--- config.mk ---
export PLATFORM = sky130hd
export DESIGN_NAME = exr_fetch_gate
export DESIGN_NICKNAME = d
export VERILOG_FILES = /design/src/rtl/exr_pkg.sv /design/src/rtl/exr_bound_regs.sv /design/src/rtl/exr_range_cmp.sv /design/src/rtl/exr_fetch_gate.sv
export SDC_FILE = /design/constraint.sdc
export NUM_CORES = 1
export LEC_CHECK = 0
export BUFFER_PORTS_ARGS = -buffer_cell sky130_fd_sc_hd__buf_2
export CAP_MARGIN = 10
export CORE_ASPECT_RATIO = 1.1
export CORE_MARGIN = 2
export CORE_UTILIZATION = 45
export CTS_CLUSTER_SIZE = 30
export DETAILED_ROUTE_END_ITERATION = 6
export GPL_TIMING_DRIVEN = 0
export PLACE_DENSITY = 0.71
export SYNTH_ARGS = -nofsm -noshare
export SYNTH_HDL_FRONTEND = slang
export SYNTH_SLANG_ARGS = --single-unit
--- constraint.sdc ---
create_clock -name clk -period 3.5 [get_ports clk]
set_input_delay 0.525 -clock clk [delete_from_list [all_inputs] [get_ports clk]]
set_output_delay 0.525 -clock clk [all_outputs]
set_load 0.005 [all_outputs]
--- src/rtl/exr_pkg.sv ---
package exr_pkg;
  typedef enum logic [1:0] {
    SEL_LOWER = 2'b00,
    SEL_UPPER = 2'b01,
    SEL_LOCK  = 2'b10,
    SEL_NONE  = 2'b11
  } exr_sel_e;
endpackage

--- src/rtl/exr_bound_regs.sv ---
module exr_bound_regs
  import exr_pkg::*;
#(
  parameter int ADDR_W     = 32,
  parameter int PAGE_SHIFT = 14,
  localparam int PG_W      = ADDR_W - PAGE_SHIFT
) (
  input  logic              clk,
  input  logic              rst,
  input  logic              wr_en,
  input  logic [1:0]        wr_sel,
  input  logic [ADDR_W-1:0] wr_data,
  output logic [PG_W-1:0]   lo_pg,
  output logic [PG_W-1:0]   hi_pg,
  output logic              locked,
  output logic              enforce,
  output logic              wr_err
);
  localparam int NBND = 2;

  logic [PG_W-1:0] bnd_q [NBND];
  logic            lock_q;
  logic            err_q;
  logic            open_wr;

  assign open_wr = wr_en && !lock_q;

  // one register per bound; select index equals the bound index
  for (genvar i = 0; i < NBND; i++) begin : g_bnd
    always_ff @(posedge clk) begin
      if (rst) begin
        bnd_q[i] <= '0;
      end else if (open_wr && (wr_sel == 2'(i))) begin
        bnd_q[i] <= wr_data[ADDR_W-1:PAGE_SHIFT];
      end
    end
  end

  always_ff @(posedge clk) begin
    if (rst) begin
      lock_q <= 1'b0;
    end else if (open_wr && (exr_sel_e'(wr_sel) == SEL_LOCK) && wr_data[0]) begin
      lock_q <= 1'b1;
    end
  end

  always_ff @(posedge clk) begin
    if (rst) begin
      err_q <= 1'b0;
    end else if (wr_en && lock_q) begin
      err_q <= 1'b1;
    end
  end

  assign lo_pg   = bnd_q[0];
  assign hi_pg   = bnd_q[1];
  assign locked  = lock_q;
  assign enforce = lock_q && (bnd_q[0] != '0) && (bnd_q[1] != '0);
  assign wr_err  = err_q;
endmodule

--- src/rtl/exr_range_cmp.sv ---
module exr_range_cmp #(
  parameter int PG_W = 18
) (
  input  logic [PG_W-1:0] page,
  input  logic [PG_W-1:0] lo_pg,
  input  logic [PG_W-1:0] hi_pg,
  output logic            in_range
);
  logic ge_lo;
  logic le_hi;

  assign ge_lo    = (page >= lo_pg);
  assign le_hi    = (page <= hi_pg);
  assign in_range = ge_lo && le_hi;
endmodule

--- src/rtl/exr_fetch_gate.sv ---
module exr_fetch_gate
  import exr_pkg::*;
#(
  parameter int ADDR_W     = 32,
  parameter int PAGE_SHIFT = 14
) (
  input  logic              clk,
  input  logic              rst,
  input  logic              wr_en,
  input  logic [1:0]        wr_sel,
  input  logic [ADDR_W-1:0] wr_data,
  input  logic              fetch_valid,
  input  logic [ADDR_W-1:0] fetch_addr,
  input  logic              mmu_on,
  output logic              exec_ok,
  output logic              wr_err
);
  localparam int PG_W = ADDR_W - PAGE_SHIFT;

  logic [PG_W-1:0] lo_pg_w;
  logic [PG_W-1:0] hi_pg_w;
  logic            locked_w;
  logic            enforce_w;
  logic            in_range_w;

  exr_bound_regs #(
    .ADDR_W     (ADDR_W),
    .PAGE_SHIFT (PAGE_SHIFT)
  ) u_regs (
    .clk     (clk),
    .rst     (rst),
    .wr_en   (wr_en),
    .wr_sel  (wr_sel),
    .wr_data (wr_data),
    .lo_pg   (lo_pg_w),
    .hi_pg   (hi_pg_w),
    .locked  (locked_w),
    .enforce (enforce_w),
    .wr_err  (wr_err)
  );

  exr_range_cmp #(
    .PG_W (PG_W)
  ) u_cmp (
    .page     (fetch_addr[ADDR_W-1:PAGE_SHIFT]),
    .lo_pg    (lo_pg_w),
    .hi_pg    (hi_pg_w),
    .in_range (in_range_w)
  );

  assign exec_ok = fetch_valid && (!mmu_on || !enforce_w || in_range_w);
endmodule

==> flow_summary.yaml, run 1 <==
power:
  peakVddDrop_v: 0.0002541
  power.density_nw_per_um2: 346.0
  p_leak_nw: 1.295
synthesis:
  yosys.cell_types.count: 32
  synth_fp_nets: 330
  ys.warnings.count: 0
  synth_seq_cells: 38
  syn_area_um2: 2415
  syn_inst: 223
  avgSynthCellArea_um2: 10.83
  yosysSeqAreaShare_pct: 46.42
global_route:
  grt_usage_pct: 17.66
  overflow: 0
  antenna_found_initial: 0
  grt_max_degree: 19
  grt_pass1_wl_um: 7921
  grt_pass1_vias: 1806
placement:
  dp_worst_setup_slack_ns: 0.7546
  place_congestion: 0.8296
  placed_area_um2: 2734
  port_buffers: 45
  dpl.hpwl_um: 3996
critical_path:
  slowest_delay_ns: 0.42
  worstPathCellList: "inv_1, ha_1, a21o_1, a21o_1, a221oi_2, o211ai_1, a22oi_1, o31a_1, buf_2"
  criticalPathCategory: "reg2out"
  critPathBufInv: 2
  cp_max_fo: 2
  cp.required_ns: 2.97
  slowest_stage: "edfxtp_1"
  arrival_ns: 2.26
  path_common_cell: "a21o_1"
  start_kind: "flip-flop"
  endpoint_kind: "output pin"
  crit_family: "compound AO/OA/AOI/OAI gates"
drt:
  wl_per_cell_um: 13.70
  antenna_left: 0
  first_pass_iters: 4
  drtIter0Drc: 75
  num_vias: 1720
  drt-total-wl_um: 4753
  via_per_inst: 4.957
  route.detailed.drc: 0
layout:
  final_common_cell: "buf_2"
  drive_above_1_share_pct: 19.64
  fin_nets: 382
  seq_area_um2: 1121
  area_delta_synth_final_pct: 16.37
  mostFrequentLayoutCells: "buf_2 (45), inv_1 (37), and2_1 (36), ha_1 (36), edfxtp_1 (36)"
  fill_cells: 437
  fin_area_um2: 2810
  antenna_cells: 0
  multi_input_area_um2: 1151
  fin_util_pct: 55.09
flow_run:
  maxCapViolCount: 0
cts:
  cts-buffers-inserted: 5
  clockBufferDepth: 2
  cts.sink_count: 38
  clock_latency_ns: 0.28
  cts-root-buf: "clkbuf_8"
  postCtsHoldBufs: 0
  post_cts.repair.setup_buffers: 0
  htree_levels: 2
  cts_tree: "yes"
  post_cts_resized: 0
  cts.reportedPaths.clkPinSlew_ns: 0.07
floorplanning:
  fp.coreArea_um2: 5101
  io_pins: 73
  rows: 27
  die_area_um2: 5969
  die_h_um: 80.83
  initial_utilization_pct: 47.34
  die_w_um: 73.85
timing:
  finalSetupTns_ns: 0
  grt_setup_unrepaired: "false"
  fmax_mhz: 358.5
  fin_skew_ns: 0.003840
  setup_viol: 0
  worst_slack_ns: 0.7104
  final_hold_viol_count: 0
  layout_worst_path_cycle_share_pct: 79.70
  period_minus_slack_ns: 2.790
  hold-worst-slack_ns: 0.4678
  tightest_slew_ns: 0.8717
  slew_violations: 0
  relSlewSlack_pct: 41.89
hold_path:
  hp-class: "reg2reg"
run_status:
  outcome: "completed"
## worst paths after layout
check	from	to	slack (ns)	depth (start not counted)
setup reg to reg	u_regs.locked$_SDFFE_PP0P_	u_regs.bnd_q[1][13]$_SDFFCE_PN0P_	1.82	5
hold / removal	u_regs.wr_err$_SDFFE_PP0P_	u_regs.wr_err$_SDFFE_PP0P_	0.47	2
hold reg to reg	u_regs.wr_err$_SDFFE_PP0P_	u_regs.wr_err$_SDFFE_PP0P_	0.47	2
setup / recovery	u_regs.bnd_q[1][7]$_SDFFCE_PN0P_	exec_ok	0.71	9
## report_power, final
| part | internal (W) | switching (W) | total (W) | leakage (nW) |
|---|---|---|---|---|
| sequential | 0.000525 | 0.0000154 | 0.000540 | 0.390 |
| combinational | 0.0000754 | 0.0000874 | 0.000163 | 0.867 |
| clock | 0.000137 | 0.000132 | 0.000269 | 0.0383 |
## Yosys cell counts, drive strengths merged
library cell | n | area (µm²)
inv | 37 | 138.9
and2 | 36 | 225.2
edfxtp | 36 | 1081
ha | 36 | 450.4
a21oi | 10 | 50.05
a21o | 8 | 60.06
nand2 | 7 | 26.28
nor2 | 7 | 26.28
nor4 | 7 | 43.79
nand3 | 6 | 30.03
nand4 | 6 | 37.54
a221oi | 3 | 50.05
o21ai | 3 | 15.01
and4 | 2 | 17.52
clkbuf | 2 | 7.510
dfxtp | 2 | 40.04
nand2b | 2 | 12.51
nor3 | 2 | 15.01
o21bai | 2 | 15.01
a211oi | 1 | 7.510
a22oi | 1 | 7.510
a41oi | 1 | 8.760
and3 | 1 | 6.260
mux2i | 1 | 10.01
o211ai | 1 | 7.510
o311ai | 1 | 8.760
o31a | 1 | 8.760
or4 | 1 | 7.510
## registers in the layout (all words and copies together), names as in the netlist
register       cells
u_regs.bnd_q      36
u_regs.locked      1
u_regs.wr_err      1
## worst register-to-register path: cells and delay by family (launching register included)
family        cells  cell delay [ns]
buf+inv           1             0.34
flops             1             0.36
simple gates      4             0.84
## logic make-up after synthesis
kind of cell / synth area share (%)
AND/OR/NAND/NOR: 18.55
buffers and inverters: 6.062
flip-flops: 46.43
adder cells (fa/ha/maj): 18.65
AO/OA/AOI/OAI: 9.897
multiplexers: 0.4145
## layout make-up
type	instances	area share (%)
plain buffers	2	0.2671
clock buffers	7	2.716
inverters	37	4.942
multi-input cells	146	40.96
flip-flops and latches	38	39.89
well taps	72	3.206
repair buffers	45	8.014
## per-layer routing
metal	track usage (%)	up-vias	routed length, µm
met5	0	-	0
met4	6.364	0	96
met3	3.102	10	165
met2	31.16	33	2350
met1	21.42	782	2142
li1	-	895	-
## per-stage QoR
step | cells | power, W
global placement | 340 | 0.0007082
finish | 347 | 0.0009722
global route | 347 | 0.001023
CTS | 347 | 0.0009798
detailed placement | 340 | 0.0007139
floorplan | 223 | 0.0006469
Note: power is estimated with default switching activity, not from simulation.
==> inputs of run 2 (changes only) <==
==> constraint.sdc (replaced) <==
create_clock -name clk -period 2.64 [get_ports clk]
set_input_delay 0.396 -clock clk [delete_from_list [all_inputs] [get_ports clk]]
set_output_delay 0.396 -clock clk [all_outputs]
set_load 0.005 [all_outputs]
==> flow_summary.yaml, run 2 (synthesis results as in run 1) <==
run_status:
  outcome: "completed"
cts:
  cts.reportedPaths.clkPinSlew_ns: 0.07
  clock_latency_ns: 0.28
  cts.sink_count: 38
  cts-buffers-inserted: 5
  cts_tree: "yes"
  clockBufferDepth: 2
  htree_levels: 2
  cts-root-buf: "clkbuf_8"
  postCtsHoldBufs: 0
critical_path:
  critPathBufInv: 2
  arrival_ns: 2.19
  crit_family: "compound AO/OA/AOI/OAI gates"
  crit_start: "u_regs.bnd_q[1][7]$_SDFFCE_PN0P_"
  worstPathCellList: "inv_2, ha_4, a21o_1, a21o_1, a221oi_2, o211ai_1, a22oi_2, o31a_1, buf_2"
  cp_max_fo: 2
  r2r_start: "u_regs.locked$_SDFFE_PP0P_"
  slowest_delay_ns: 0.42
  criticalPathCategory: "reg2out"
  start_kind: "flip-flop"
  path_common_cell: "a21o_1"
  endpoint_kind: "output pin"
  slowest_stage: "edfxtp_1"
  cp.required_ns: 2.24
timing:
  fmax_mhz: 387.0
  relSlewSlack_pct: 42.53
  finalSetupTns_ns: 0
  grt_setup_unrepaired: "true"
  period_minus_slack_ns: 2.584
  fin_skew_ns: 0.003344
  final_hold_viol_count: 0
  layout_worst_path_cycle_share_pct: 97.88
  slew_violations: 0
  setup_viol: 0
  tightest_slew_ns: 0.8615
  worst_slack_ns: 0.05589
hold_path:
  hp-start: "rst"
  hp-class: "in2reg"
drt:
  antenna_left: 0
  via_per_inst: 5.029
  drt-total-wl_um: 4882
  first_pass_iters: 4
  wl_per_cell_um: 13.99
  route.detailed.drc: 0
  drtIter0Drc: 63
  num_vias: 1755
global_route:
  grt_usage_pct: 17.71
  grt_pass1_vias: 1818
  overflow: 0
  antenna_found_initial: 0
  grt_pass1_wl_um: 7941
  grt_max_degree: 19
layout:
  fill_cells: 423
  largest_reg_flops: 36
  regMostFlops: "u_regs.bnd_q"
  area_delta_synth_final_pct: 21.87
  stdcell_count: 349
  seq_area_um2: 1121
  final_common_cell: "buf_2"
  fin_area_um2: 2943
  fin_nets: 384
  antenna_cells: 0
  mostFrequentLayoutCells: "buf_2 (45), and2_1 (36), edfxtp_1 (36)"
  drive_above_1_share_pct: 27.80
  multi_input_area_um2: 1269
floorplanning:
  fp.coreArea_um2: 5101
  die_w_um: 73.85
  initial_utilization_pct: 47.34
  die_area_um2: 5969
  die_h_um: 80.83
  rows: 27
  io_pins: 73
placement:
  place_congestion: 0.8296
  port_buffers: 45
  dp_worst_setup_slack_ns: 0.1526
  placed_area_um2: 2734
  dpl.hpwl_um: 3996
  dp.cells: 340
power:
  power_frac_comb_pct: 18.8
  power.density_nw_per_um2: 449.0
  pwr-share-seq_pct: 54.3
  power.switching_w: 0.0003258
  clkPwrFrac_pct: 26.9
  peakVddDrop_v: 0.0003352
  p_leak_nw: 1.314
  p_int_w: 0.0009955
  p_sw_share_pct: 24.66
flow_run:
  maxCapViolCount: 0
[run 2: cell count changes in the layout (fill, tap and decap cells not counted), moves of 2 or more]
cell	previous run	this run
a21oi_1	10	6
ha_4	0	5
inv_2	0	4
buf_4	0	2
inv_1	37	33
ha_1	36	31
a21oi_2	0	4
[run 2: final timing paths]
kind / endpoint / slack, ns / cells after the start
worst max register to register: u_regs.bnd_q[1][13]$_SDFFCE_PN0P_ / 0.96 / 5
worst min-delay path: u_regs.wr_err$_SDFFE_PP0P_ / 0.34 / 2
worst min register to register: u_regs.wr_err$_SDFFE_PP0P_ / 0.47 / 2
worst max-delay path: exec_ok / 0.06 / 9
[run 2: final cells by class]
class	count	area share [%]
timing repair buffer	47	8.163
multi-input combinational	146	43.11
buffer	2	0.2551
clock buffer	7	2.594
sequential	38	38.10
tap	72	3.061
inverter	37	4.719
[run 2: power groups by stage]
stage	clock, W	sequential (W)	combinational [W]
final	0.000356	0.000717	0.000248
after global routing	0.000384	0.000721	0.000284
after CTS	0.000364	0.000716	0.000221
after detailed placement	0	0.000729	0.000217
after global placement	0	0.000729	0.000210
after floorplan	0	0.000719	0.000139
[run 2: what timing repair did]
action                                  4_1_cts  5_1_grt
gates resized for setup                       1       20
endpoints found under the setup margin        1        1
setup buffers                                 0        2
pin swaps                                     0       11
hold endpoints to repair                      0        0
[run 2: per-layer routing]
| layer | wire length [µm] | global-route usage, % |
|---|---|---|
| met1 | 2162 | 21.34 |
| met4 | 119 | 7.091 |
| met5 | 0 | 0 |
| met3 | 197 | 3.350 |
| met2 | 2403 | 30.89 |
[run 2: stage by stage]
step | power (W) | hold slack (ns) | util [%]
floorplan | 0.0008577 | 0.4604 | -
global placement | 0.0009389 | 0.4494 | 53.52
detailed placement | 0.0009464 | 0.4569 | 53.59
CTS | 0.001301 | 0.3346 | 55.19
global route | 0.001389 | 0.3525 | 57.69
finish | 0.001321 | 0.3423 | 57.69
